### src/rtl/uart_rxq_pkg.sv
package uart_rxq_pkg;
  localparam int BYTE_W = 8;

  typedef enum logic [1:0] {
    THR_Q1   = 2'd0,
    THR_HALF = 2'd1,
    THR_Q3   = 2'd2,
    THR_ALL  = 2'd3
  } thr_sel_e;

  typedef struct packed {
    logic              ferr;
    logic [BYTE_W-1:0] data;
  } rx_entry_t;
endpackage

### src/rtl/uart_rxq_store.sv
module uart_rxq_store
  import uart_rxq_pkg::*;
#(
  parameter int DEPTH = 32,
  localparam int AW = $clog2(DEPTH),
  localparam int LW = $clog2(DEPTH + 1)
) (
  input  logic          clk,
  input  logic          rst_n,
  input  logic          wr_req,
  input  rx_entry_t     wr_entry,
  input  logic          rd_req,
  output rx_entry_t     rd_entry,
  output logic [LW-1:0] level,
  output logic          empty,
  output logic          full,
  output logic          ovr_evt
);
  localparam logic [LW-1:0] FULL_CNT = LW'(DEPTH);

  rx_entry_t     mem_q [DEPTH];
  logic [AW-1:0] wr_ptr_q, wr_ptr_d;
  logic [AW-1:0] rd_ptr_q, rd_ptr_d;
  logic [LW-1:0] cnt_q, cnt_d;
  logic          push, pop;

  assign empty   = (cnt_q == '0);
  assign full    = (cnt_q == FULL_CNT);
  assign pop     = rd_req && !empty;
  assign push    = wr_req && (!full || pop);
  assign ovr_evt = wr_req && full && !pop;

  always_comb begin
    wr_ptr_d = wr_ptr_q;
    rd_ptr_d = rd_ptr_q;
    cnt_d    = cnt_q;
    if (push) wr_ptr_d = wr_ptr_q + 1'b1;
    if (pop)  rd_ptr_d = rd_ptr_q + 1'b1;
    unique case ({push, pop})
      2'b10:   cnt_d = cnt_q + 1'b1;
      2'b01:   cnt_d = cnt_q - 1'b1;
      default: cnt_d = cnt_q;
    endcase
  end

  always_ff @(posedge clk or negedge rst_n) begin
    if (!rst_n) begin
      wr_ptr_q <= '0;
      rd_ptr_q <= '0;
      cnt_q    <= '0;
    end else begin
      wr_ptr_q <= wr_ptr_d;
      rd_ptr_q <= rd_ptr_d;
      cnt_q    <= cnt_d;
    end
  end

  always_ff @(posedge clk) begin
    if (push) mem_q[wr_ptr_q] <= wr_entry;
  end

  assign rd_entry = mem_q[rd_ptr_q];
  assign level    = cnt_q;

  AST_LEVEL_BOUND: assert property (@(posedge clk) disable iff (!rst_n)
    cnt_q <= FULL_CNT);
  AST_FULL_NOT_EMPTY: assert property (@(posedge clk) disable iff (!rst_n)
    !(full && empty));
  AST_DROP_HOLDS_LEVEL: assert property (@(posedge clk) disable iff (!rst_n)
    (wr_req && full && !rd_req) |=> (cnt_q == $past(cnt_q)));
  AST_SWAP_HOLDS_LEVEL: assert property (@(posedge clk) disable iff (!rst_n)
    (wr_req && rd_req && !empty) |=> (cnt_q == $past(cnt_q)));
  AST_IDLE_READ: assert property (@(posedge clk) disable iff (!rst_n)
    (rd_req && empty && !wr_req) |=> empty);
endmodule

### src/rtl/uart_rxq_idle.sv
module uart_rxq_idle #(
  parameter int CW = 16
) (
  input  logic          clk,
  input  logic          rst_n,
  input  logic          arrive,
  input  logic [CW-1:0] limit,
  output logic          idle_hit
);
  logic [CW-1:0] cnt_q, cnt_d;

  always_comb begin
    if (arrive)      cnt_d = '0;
    else if (&cnt_q) cnt_d = cnt_q;
    else             cnt_d = cnt_q + 1'b1;
  end

  always_ff @(posedge clk or negedge rst_n) begin
    if (!rst_n) cnt_q <= '0;
    else        cnt_q <= cnt_d;
  end

  assign idle_hit = (cnt_q >= limit);

  AST_IDLE_RESTART: assert property (@(posedge clk) disable iff (!rst_n)
    arrive |=> (cnt_q == '0));
endmodule

### src/rtl/uart_rxq_irq.sv
module uart_rxq_irq
  import uart_rxq_pkg::*;
#(
  parameter int DEPTH = 32,
  localparam int LW = $clog2(DEPTH + 1)
) (
  input  logic          clk,
  input  logic          rst_n,
  input  logic [LW-1:0] level,
  input  logic [1:0]    thr_sel,
  input  logic          per_byte,
  input  logic          idle_hit,
  output logic          irq,
  output logic          residue
);
  localparam logic [LW-1:0] MARK_Q1   = LW'(DEPTH / 4);
  localparam logic [LW-1:0] MARK_HALF = LW'(DEPTH / 2);
  localparam logic [LW-1:0] MARK_Q3   = LW'((3 * DEPTH) / 4);
  localparam logic [LW-1:0] MARK_ALL  = LW'(DEPTH);

  logic [LW-1:0] mark;
  logic          nonzero, below;

  always_comb begin
    unique case (thr_sel_e'(thr_sel))
      THR_Q1:   mark = MARK_Q1;
      THR_HALF: mark = MARK_HALF;
      THR_Q3:   mark = MARK_Q3;
      default:  mark = MARK_ALL;
    endcase
  end

  assign nonzero = (level != '0);
  assign below   = (level < mark);
  assign irq     = per_byte ? nonzero : !below;
  assign residue = !per_byte && nonzero && below && idle_hit;

  AST_IRQ_AT_FULL: assert property (@(posedge clk) disable iff (!rst_n)
    (level == MARK_ALL) |-> irq);
  AST_IRQ_QUIET_EMPTY: assert property (@(posedge clk) disable iff (!rst_n)
    (level == '0) |-> !irq);
endmodule

### src/rtl/uart_rx_fifo.sv
module uart_rx_fifo
  import uart_rxq_pkg::*;
#(
  parameter int DEPTH  = 32,
  parameter int IDLE_W = 16,
  localparam int LW = $clog2(DEPTH + 1)
) (
  input  logic              clk,
  input  logic              rst_n,
  input  logic [BYTE_W-1:0] rx_data,
  input  logic              rx_valid,
  input  logic              rx_ferr,
  input  logic              rd_en,
  output logic [BYTE_W-1:0] rd_data,
  output logic              rd_ferr,
  input  logic [1:0]        cfg_thr_sel,
  input  logic              cfg_per_byte,
  input  logic [IDLE_W-1:0] cfg_idle_limit,
  input  logic              ovr_clr,
  output logic              irq,
  output logic              residue,
  output logic [LW-1:0]     level,
  output logic              empty,
  output logic              full,
  output logic              overrun
);
  rx_entry_t wr_entry, rd_entry;
  logic      ovr_evt, idle_hit;
  logic      ovr_q, ovr_d, ovr_en;

  assign wr_entry.data = rx_data;
  assign wr_entry.ferr = rx_ferr;

  uart_rxq_store #(.DEPTH(DEPTH)) u_store (
    .clk      (clk),
    .rst_n    (rst_n),
    .wr_req   (rx_valid),
    .wr_entry (wr_entry),
    .rd_req   (rd_en),
    .rd_entry (rd_entry),
    .level    (level),
    .empty    (empty),
    .full     (full),
    .ovr_evt  (ovr_evt)
  );

  uart_rxq_idle #(.CW(IDLE_W)) u_idle (
    .clk      (clk),
    .rst_n    (rst_n),
    .arrive   (rx_valid),
    .limit    (cfg_idle_limit),
    .idle_hit (idle_hit)
  );

  uart_rxq_irq #(.DEPTH(DEPTH)) u_irq (
    .clk      (clk),
    .rst_n    (rst_n),
    .level    (level),
    .thr_sel  (cfg_thr_sel),
    .per_byte (cfg_per_byte),
    .idle_hit (idle_hit),
    .irq      (irq),
    .residue  (residue)
  );

  assign ovr_en = ovr_evt || ovr_clr;
  assign ovr_d  = ovr_evt;

  always_ff @(posedge clk or negedge rst_n) begin
    if (!rst_n)      ovr_q <= 1'b0;
    else if (ovr_en) ovr_q <= ovr_d;
  end

  assign overrun = ovr_q;
  assign rd_data = rd_entry.data;
  assign rd_ferr = rd_entry.ferr;

  AST_OVR_STICKY: assert property (@(posedge clk) disable iff (!rst_n)
    (overrun && !ovr_clr) |=> overrun);
  AST_OVR_ON_DROP: assert property (@(posedge clk) disable iff (!rst_n)
    (rx_valid && full && !rd_en) |=> overrun);
  AST_PERBYTE_IRQ: assert property (@(posedge clk) disable iff (!rst_n)
    (cfg_per_byte && !empty) |-> irq);
  AST_RESIDUE_HAS_DATA: assert property (@(posedge clk) disable iff (!rst_n)
    residue |-> !empty);
endmodule

### config.mk
export PLATFORM = sky130hd
export DESIGN_NAME = uart_rx_fifo
export DESIGN_NICKNAME = d
export VERILOG_FILES = /design/src/rtl/uart_rxq_pkg.sv /design/src/rtl/uart_rxq_store.sv /design/src/rtl/uart_rxq_idle.sv /design/src/rtl/uart_rxq_irq.sv /design/src/rtl/uart_rx_fifo.sv
export SDC_FILE = /design/constraint.sdc
export NUM_CORES = 1
export LEC_CHECK = 0
export BUFFER_PORTS_ARGS = -buffer_cell sky130_fd_sc_hd__clkbuf_2
export CORE_ASPECT_RATIO = 0.5
export CORE_MARGIN = 2
export CORE_UTILIZATION = 61
export DETAILED_ROUTE_END_ITERATION = 12
export HOLD_SLACK_MARGIN = 0.06
export PLACE_DENSITY_LB_ADDON = 0.2
export REMOVE_ABC_BUFFERS = 1
export SLEW_MARGIN = 20
export SYNTH_ARGS = -nofsm -noshare
export SYNTH_HDL_FRONTEND = slang
export SYNTH_SLANG_ARGS = --single-unit
### constraint.sdc
create_clock -name clk -period 3 [get_ports clk]
set_input_delay 0.75 -clock clk [delete_from_list [all_inputs] [get_ports clk]]
set_output_delay 0.75 -clock clk [all_outputs]
set_load 0.005 [all_outputs]
Word-level counts from Yosys, hierarchy flattened
Memory sizes are Yosys's and may differ from the RTL's.
Index checks and enable logic that the tools add are counted.
Widths: inputs -> output; s select.

storage, ports and cells
  register bits = 33
  input bits = 33
  logic and storage cells = 45
  memories = 1
  output and inout bits = 20
  RAM bits = 288

memory list
  name           words  width  read ports  clocked after memory_dff  wr ports  RTL line              source
  u_store.mem_q  32     9      1           0                         1         uart_rxq_store.sv:21  rx_entry_t mem_q [DEPTH];

cells by class
  reduce and logical (&&, ||, !) cells = 19
  equal/unequal tests = 6
  magnitude comparators = 2
  multiplexer cells = 7
  add/subtract/negate cells = 5

operator list
  kind                   number
  $mux 16                2
  $pmux 6 s3             1
  $add 16x1->16 const B  1
  $ge 16x16->1           1
  $reduce_and 16->1      1
  $pmux 6 s2             1
  $add 5x1->5 const B    2
  $logic_and 1x1->1      7
  $add 6x1->6 const B    1
  $eq 6x6->1 const B     1
  $logic_not 6->1        1
  $lt 6x6->1             1
  $reduce_bool 6->1      1
  $sub 6x1->6 const B    1
  $logic_not 1->1        5
  $eq 2x1->1 const B     2
  $eq 2x2->1 const B     2
  $mux 1                 3
  $logic_not 2->1        1
  $logic_or 1x1->1       2
  $ne 2x2->1 const B     1
  $reduce_bool 2->1      1

Longest topological paths before layout
Gate-level depths: netlist of the first run.

  depth in word-level cells = 7
  mapped depth = 8
  gate-level depth less buffers = 8

By module
Synthesis of the first run repeated with hierarchy kept, for this count alone.

unflattened totals
  cells, all modules = 789
  area, all modules = 13624.3 um^2

modules (own cells, without submodules)
  module          times used  area an instance (um^2)  cells each  sequential area each (um^2)
  uart_rxq_store  1           12180.4                  622         9048.7
  uart_rxq_idle   1           1271.2                   147         400.4
  uart_rxq_irq    1           136.4                    17          0.0
  uart_rx_fifo    1           36.3                     3           25.0

Worst setup path after synthesis of the first run
OpenSTA, ideal clock, no wires.

  path type = input-to-output
  start = input port cfg_thr_sel[0]
  end = output port residue
  data required time = 2.250 ns
  slack = 0.138 ns
  arrival time = 2.112 ns
  stages on the path = 8
  path buffers = 0
  cell sequence = ha_1 > inv_1 > ha_1 > o21ai_0 > nand2b_1 > a21oi_1 > o21ai_0 > a2111oi_0

between the ends
  word-level cells in the longest chain between the ends = 5
  elaborated cells on any way between the ends = 7
  those cells by class = order compare (1); eq/ne (2); mux (1); reduce/logical (3)

ends and longest elaborated chain
  what                                      RTL line            source
  from (decl)                               uart_rx_fifo.sv:16  input logic [1:0] cfg_thr_sel,
  $eq 2x2->1, or another cell as far along  uart_rxq_irq.sv:25  unique case (thr_sel_e'(thr_sel))
  $pmux 6 s3 *                              uart_rxq_irq.sv:25
  $lt 6x6->1 *                              uart_rxq_irq.sv:34  assign below = (level < mark);
  $logic_and 1x1->1 * (2 in series)         uart_rxq_irq.sv:36  assign residue = !per_byte && nonzero && below && idle_hit;
  to (decl)                                 uart_rx_fifo.sv:21  output logic residue,

Mark *: on every way between the ends. The rest lies on a longest branch, timed or not.

Final worst setup path of the first run
  start = register u_store.rd_ptr_q[0]
  end = output port rd_data[5]

between the ends
  word-level cells in the longest chain between the ends = 1

ends and longest elaborated chain
  what                    RTL line              source
  from (decl)             uart_rxq_store.sv:23  logic [AW-1:0] rd_ptr_q, rd_ptr_d;
  from (signal assigned)  uart_rxq_store.sv:53  rd_ptr_q <= rd_ptr_d;
  $mem_v2 32x9            --
  to (decl)               uart_rx_fifo.sv:14    output logic [BYTE_W-1:0] rd_data,

Every way passes these cells.

==> impl_metrics.toml, run 1 <==
[outcome]
status = "finished, violations left"
failed_checks = "negative setup slack"

[power_and_ir_drop]
combPwrFrac_pct = 33.6
vdd_ir_drop_max_mv = 0.578
power.total_uw = 13500
p_clk_share_pct = 25.3
p_leak_uw = 0.00532
seqPwrFrac_pct = 41.2
pwr_density_cell_mw_per_mm2 = 872
p_int_uw = 9320
sw_frac_of_total_pct = 31.2
p_switching_uw = 4230

[cells_and_area]
n_fill_cell = 1292
drive_gt1_share_pct = 34.3
design_area_sq_mm = 0.0155
n_antenna_cell = 0
area_growth_pct = 17.2
seq_area_sq_mm = 0.00948
multiInputGateArea_sq_mm = 0.00386
final_nets = 883

[timing]
worst_slew_margin_rel_pct = 49.2
fin_worst_skew_ns = 0.0176
min_period_ns = 3.16
finalSetupTns_ns = -1.15
clock.fmax_mhz = 317
timing.final.crit_share_pct = 105
worst_slew_pin_slew_ns = 0.762
slew_viol_final = 0
setup_viol = 10
fin_ws_ns = -0.156
timing.final.hold_violations = 0
rsz0062_at_grt = "true"

[flow_run]
max-cap-violations = 0

[hold_path]
hold_class = "input port to asynchronous set/reset pin"

[synthesis]
synth_top_cell_by_area = "edfxtp_1"
synthDominantCellAreaShare_pct = 65.2
seq_area_frac_synth_pct = 71.4
synth_edf_count = 288
ys_warn_count = 0
syn-cell-area_sq_mm = 0.0133
syn_area_per_cell_sq_um = 18.7
ys_async_sr_fraction_pct = 10.3
synth.distinct_cells = 56
ys_seq_elements = 321
synth_area_leaders = "edfxtp_1, mux4_2, dfrtp_1"
syn_inst = 711
ys.flop_type = "edfxtp_1"

[die]
io_pins = 53
std_cell_rows = 38
die_height_um = 108
core_sq_mm = 0.0215
initial_core_util_pct = 61.7
chipWidth_um = 213
die_area_sq_mm = 0.0230

[route]
drt_iter0_drc = 818
dr.pass1.iters = 5
viasPerCell = 6.26
num_vias = 7162
routed_wl_um = 28900
ant_nets = 0
post_drt_wl_per_cell_um = 25.2
drc_errors = 0

[placed_design]
globalplace.congestion = 0.778
dpl_cell_area_sq_mm = 0.0141
io_buffers = 52
place_hpwl_um = 17300

[clocking]
numCtsBuffers = 27
clockBufferDepth = 3
cts_tree = "done"
clk_pin_slew_ns = 0.07
clock_sinks = 321
htreeDepth = 1
worst_skew_pair.late_latency_ns = 0.54
root_buffer = "clkbuf_16"

[worst_setup_path]
rrSetupSlack_ns = 0.70
worstSetupStartpointType = "flop"
rr_worst_depth = 6
r2r-start = "u_store.level[1]"
crit_type = "flop to output port"
arrival_ns = 2.41
crit_required_ns = 2.25
cp_max_fo = 9
r2r_end = "u_store.mem_q[2][0]"
endpoint_kind = "output port"

[global_routing]
overflow = 0
grt_pass1_vias = 7199
grt_usage_pct = 26.3
grt_antenna_before_repair = 0
grt_pass1_wl_um = 43400
grt_start_max_net_pins = 33
## how the worst max path moves through the flow
stage            endpoint  depth (start not counted)                 from
6_report       rd_data[5]                          6  u_store.rd_ptr_q[0]
5_1_grt        rd_data[3]                          6  u_store.rd_ptr_q[0]
4_1_cts        rd_data[3]                          6  u_store.rd_ptr_q[0]
3_5_place_dp      residue                         10       cfg_thr_sel[0]
3_3_place_gp      residue                         10       cfg_thr_sel[0]
2_1_floorplan  rd_data[5]                          3  u_store.rd_ptr_q[0]
## cell type report
cell class / count / area share (%)
Tap cell: 300 / 2.42
Timing Repair Buffer: 111 / 5.64
Clock buffer: 36 / 4.70
Clock inverter: 14 / 0.805
Inverter: 24 / 0.580
Multi-Input combinational cell: 339 / 24.8
Sequential cell: 321 / 61.0
## routing by layer
layer,wire (um),track usage (%),vias to the layer above
li1,-,-,3116
met1,11800,38.0,3713
met2,14200,43.1,300
met3,2430,5.11,33
met4,450,5.04,0
met5,0,0,-
## cells by family (layout without fill, tap and decap cells)
kind of cell / after synthesis / count (layout) / share of synthesized area (%)
xor gates and xnor gates: 22 / 22 / 1.45
adders and majority gates: 26 / 26 / 2.45
AOI/OAI and AO/OA: 77 / 77 / 3.99
DFF: 321 / 321 / 71.4
muxes: 76 / 76 / 12.6
and+or+nand+nor: 138 / 138 / 6.00
buffers and inverters: 51 / 185 / 2.06
## power by group through the flow
stage	logic [uW]	registers, uW	clock network [uW]
3_5_place_dp	3560	5640	0
4_1_cts	4210	5580	3430
5_1_grt	4820	5610	3630
2_1_floorplan	2100	5850	0
6_report	4550	5580	3430
3_3_place_gp	3500	5610	0
## layout by cell type (no fill, tap or decap), drive strengths merged, types with 5 or more instances in the layout
cell type  netlist  final
a21oi           10     10
and3             6      6
buf             20     65
clkbuf           7     82
clkinv           0      8
dfrtp           33     33
edfxtp         288    288
ha              26     26
inv             24     25
mux4            72     72
nand2           17     17
nand3            9      9
nand3b           6      6
nand4           11     11
nor2            53     53
nor3             9      9
nor4            10     10
o21ai            7      7
o22ai           36     36
or3b             5      5
xnor2           15     15
xor2             7      7
## registers in the layout, summed over array words and instances (netlist names)
name	flops
u_store.level	6
u_store.rd_ptr_q	5
overrun	1
u_idle.cnt_q	16
u_store.wr_ptr_q	5
u_store.mem_q	288
## synth_stat cells, types with 7 or more instances
| cell type | count |
|---|---|
| edfxtp_1 | 288 |
| mux4_2 | 70 |
| nor2_1 | 53 |
| o22ai_1 | 36 |
| dfrtp_1 | 33 |
| ha_1 | 26 |
| inv_1 | 24 |
| nand2_1 | 16 |
| xnor2_1 | 15 |
| buf_2 | 10 |
| nand4_1 | 10 |
| nor4_2 | 10 |
| nand3_1 | 8 |
| o21ai_0 | 7 |
| xor2_1 | 7 |
## timing repair
item                                    4_1_cts  5_1_grt
pin swaps                                     9       12
hold buffers                                  0        0
endpoints found under the setup margin       10       10
buffers inserted                              5        4
gates resized for setup                      40       33
cloned                                        3        1
## critical path, cell delays in order (launching register included)
cell and delay [ns]:
dfrtp_4 0.48, buf_4 0.15, buf_16 0.15, mux4_1 0.60
o22ai_2 0.25, nor4_2 0.10, buf_2 0.14
## per-stage QoR
| step | hold WS, ns | setup WS (ns) | std cells | util, % |
|---|---|---|---|---|
| 2_1_floorplan | 0.454 | -1.68 | 684 | - |
| 3_3_place_gp | 0.516 | -0.270 | 1083 | 65.7 |
| 3_5_place_dp | 0.535 | -0.283 | 1083 | 65.7 |
| 4_1_cts | 0.176 | -0.201 | 1141 | 71.3 |
| 5_1_grt | 0.191 | -0.217 | 1145 | 72.3 |
| 6_report | 0.171 | -0.156 | 1145 | 72.3 |
Power figures use the tool's default switching activity.
==> run 2, diff against run 1 <==
--- a/config.mk
+++ b/config.mk
@@ -8,9 +8,8 @@
 export BUFFER_PORTS_ARGS = -buffer_cell sky130_fd_sc_hd__clkbuf_2
 export CORE_ASPECT_RATIO = 0.5
 export CORE_MARGIN = 2
-export CORE_UTILIZATION = 61
+export CORE_UTILIZATION = 40
 export DETAILED_ROUTE_END_ITERATION = 12
-export HOLD_SLACK_MARGIN = 0.06
 export PLACE_DENSITY_LB_ADDON = 0.2
 export REMOVE_ABC_BUFFERS = 1
 export SLEW_MARGIN = 20
==> impl_metrics.toml, run 2 (same netlist as run 1, synthesis figures left out) <==
[cells_and_area]
area_growth_pct = 18.8
final_common_cell = "edfxtp_1"
largest_register_ffs = 288
drive_gt1_share_pct = 34.9
n_antenna_cell = 0
top_register = "u_store.mem_q"
layout_common_cells = "edfxtp_1, mux4_2, nor2_1, clkbuf_2, buf_4"
final_nets = 887

[route]
num_vias = 6988
drc_errors = 0
post_drt_wl_per_cell_um = 22.8
ant_nets = 0
drt_iter0_drc = 578
dr.pass1.iters = 5
viasPerCell = 5.40
met1_length_um = 14200
routed_wl_um = 29500
met3RoutedLength_um = 1550
route.met2.wl_um = 13100
top_layer_used = "met4"

[die]
die_height_um = 133
core_sq_mm = 0.0329
initial_core_util_pct = 40.3
io_pins = 53
std_cell_rows = 47
chipWidth_um = 262
die_area_sq_mm = 0.0347

[worst_setup_path]
rrSetupSlack_ns = 0.75
worstPathCellList = "buf_12 -> mux4_2 -> o22ai_2 -> nor4_4 -> buf_2"
endpoint_kind = "output port"
cp_max_fo = 21
crit_path_top_delay_cell = "dfrtp_4"
crit_type = "flop to output port"
worstSetupStartpointType = "flop"
rr_worst_depth = 5
r2r-start = "u_store.level[0]"
r2r_end = "u_store.mem_q[15][0]"
cpPeakStageDelay_ns = 0.55
crit_required_ns = 2.25
startpoint = "u_store.rd_ptr_q[0]"
arrival_ns = 2.42

[clocking]
worst_skew_pair.late_latency_ns = 0.59
cts_tree = "done"
htreeDepth = 1
clock_sinks = 321
root_buffer = "clkbuf_16"
numCtsBuffers = 30
clockBufferDepth = 3
hold_buffers = 0
clk_pin_slew_ns = 0.06

[timing]
min_period_ns = 3.17
timing.final.crit_share_pct = 106
worst_slew_pin_slew_ns = 0.898
timing.final.hold_violations = 0
slew_viol_final = 0
setup_viol = 10
worst_slew_margin_rel_pct = 40.1
fin_worst_skew_ns = 0.0341
rsz0062_at_grt = "true"
finalSetupTns_ns = -1.27
clock.fmax_mhz = 315
fin_ws_ns = -0.170

[placed_design]
place_hpwl_um = 18200
globalplace.congestion = 0.765
io_buffers = 52

[global_routing]
grt_usage_pct = 17.4
overflow = 0
grt_start_max_net_pins = 43
grt_pass1_vias = 7200
grt_antenna_before_repair = 0
grt_pass1_wl_um = 44700

[power_and_ir_drop]
pwr_density_cell_mw_per_mm2 = 870
p_int_uw = 9490
vdd_ir_drop_max_mv = 0.487
p_clk_share_pct = 27.9
p_switching_uw = 4230
power.total_uw = 13700
sw_frac_of_total_pct = 30.8
seqPwrFrac_pct = 40.6
combPwrFrac_pct = 31.5
p_leak_uw = 0.00539

[outcome]
status = "finished, violations left"
failed_checks = "negative setup slack"

[hold_path]
hold_class = "input port to asynchronous set/reset pin"

[flow_run]
max-cap-violations = 0
run 2: cell count changes in the layout (fill, tap and decap cells not counted), moves of 2 or more:
cell / previous run / this run
buf_12: 6 / 4
buf_2: 7 / 3
buf_6: 0 / 2
clkbuf_1: 7 / 5
clkbuf_16: 28 / 30
clkbuf_2: 45 / 49
clkinv_2: 3 / 7
dfrtp_1: 30 / 28
nor4_2: 5 / 7
nor4_4: 5 / 3
o22ai_2: 22 / 28
o22ai_4: 10 / 3
run 2: critical path, delay by kind of cell (launching register included):
family	cells	cell delay [ns]
AND/OR/NAND/NOR	1	0.40
flip-flops	1	0.55
multiplexers	1	0.40
AO/OA/AOI/OAI	1	0.10
buffers and inverters	2	0.38
run 2: how the worst max path moves through the flow:
stage / endpoint / slack [ns] / cells past startpoint
floorplan: rd_data[5] / -1.68 / 3
global placement: residue / -0.12 / 10
detailed placement: residue / -0.15 / 10
CTS: residue / -0.26 / 8
global route: rd_data[6] / -0.25 / 5
finish: rd_data[0] / -0.17 / 5
run 2: cell type report:
class | count | area (sq um)
well taps | 441 | 552
fillers | 2765 | 17100
multi-input cells | 339 | 3780
clock buffers | 37 | 797
clock inverters | 19 | 193
inverters | 24 | 90.1
flip-flops and latches | 321 | 9490
repair buffers | 112 | 856
run 2: stage by stage:
step                      area [sq um]  hold slack [ns]  utilization [%]  worst slack, ns  cells
after floorplan                  13100            0.454                -            -1.68    684
after global placement           14400            0.519             43.7           -0.118   1232
after detailed placement         14400            0.539             43.7           -0.151   1232
after CTS                        15700            0.323             47.7           -0.256   1293
after global routing             15800            0.347             47.9           -0.252   1293
final                            15800            0.302             47.9           -0.170   1293
run 2: what timing repair did:
item,CTS,global route
setup buffers,3,1
pin swaps,5,5
gates resized for setup,42,18
cloned,2,0
endpoints found under the setup margin,10,10
run 2: routing by layer:
layer / global-route usage [%] / up-vias
met4: 4.01 / 0
met3: 3.49 / 38
met2: 25.5 / 164
li1: - / 3120
met5: 0 / -
met1: 26.8 / 3666
run 2: power by group through the flow:
stage | registers [uW] | clock network, uW | logic (uW)
after global routing | 5600 | 4100 | 4630
after global placement | 5620 | 0 | 3750
after detailed placement | 5640 | 0 | 3780
after CTS | 5560 | 3920 | 4310
final | 5570 | 3820 | 4320
after floorplan | 5850 | 0 | 2100
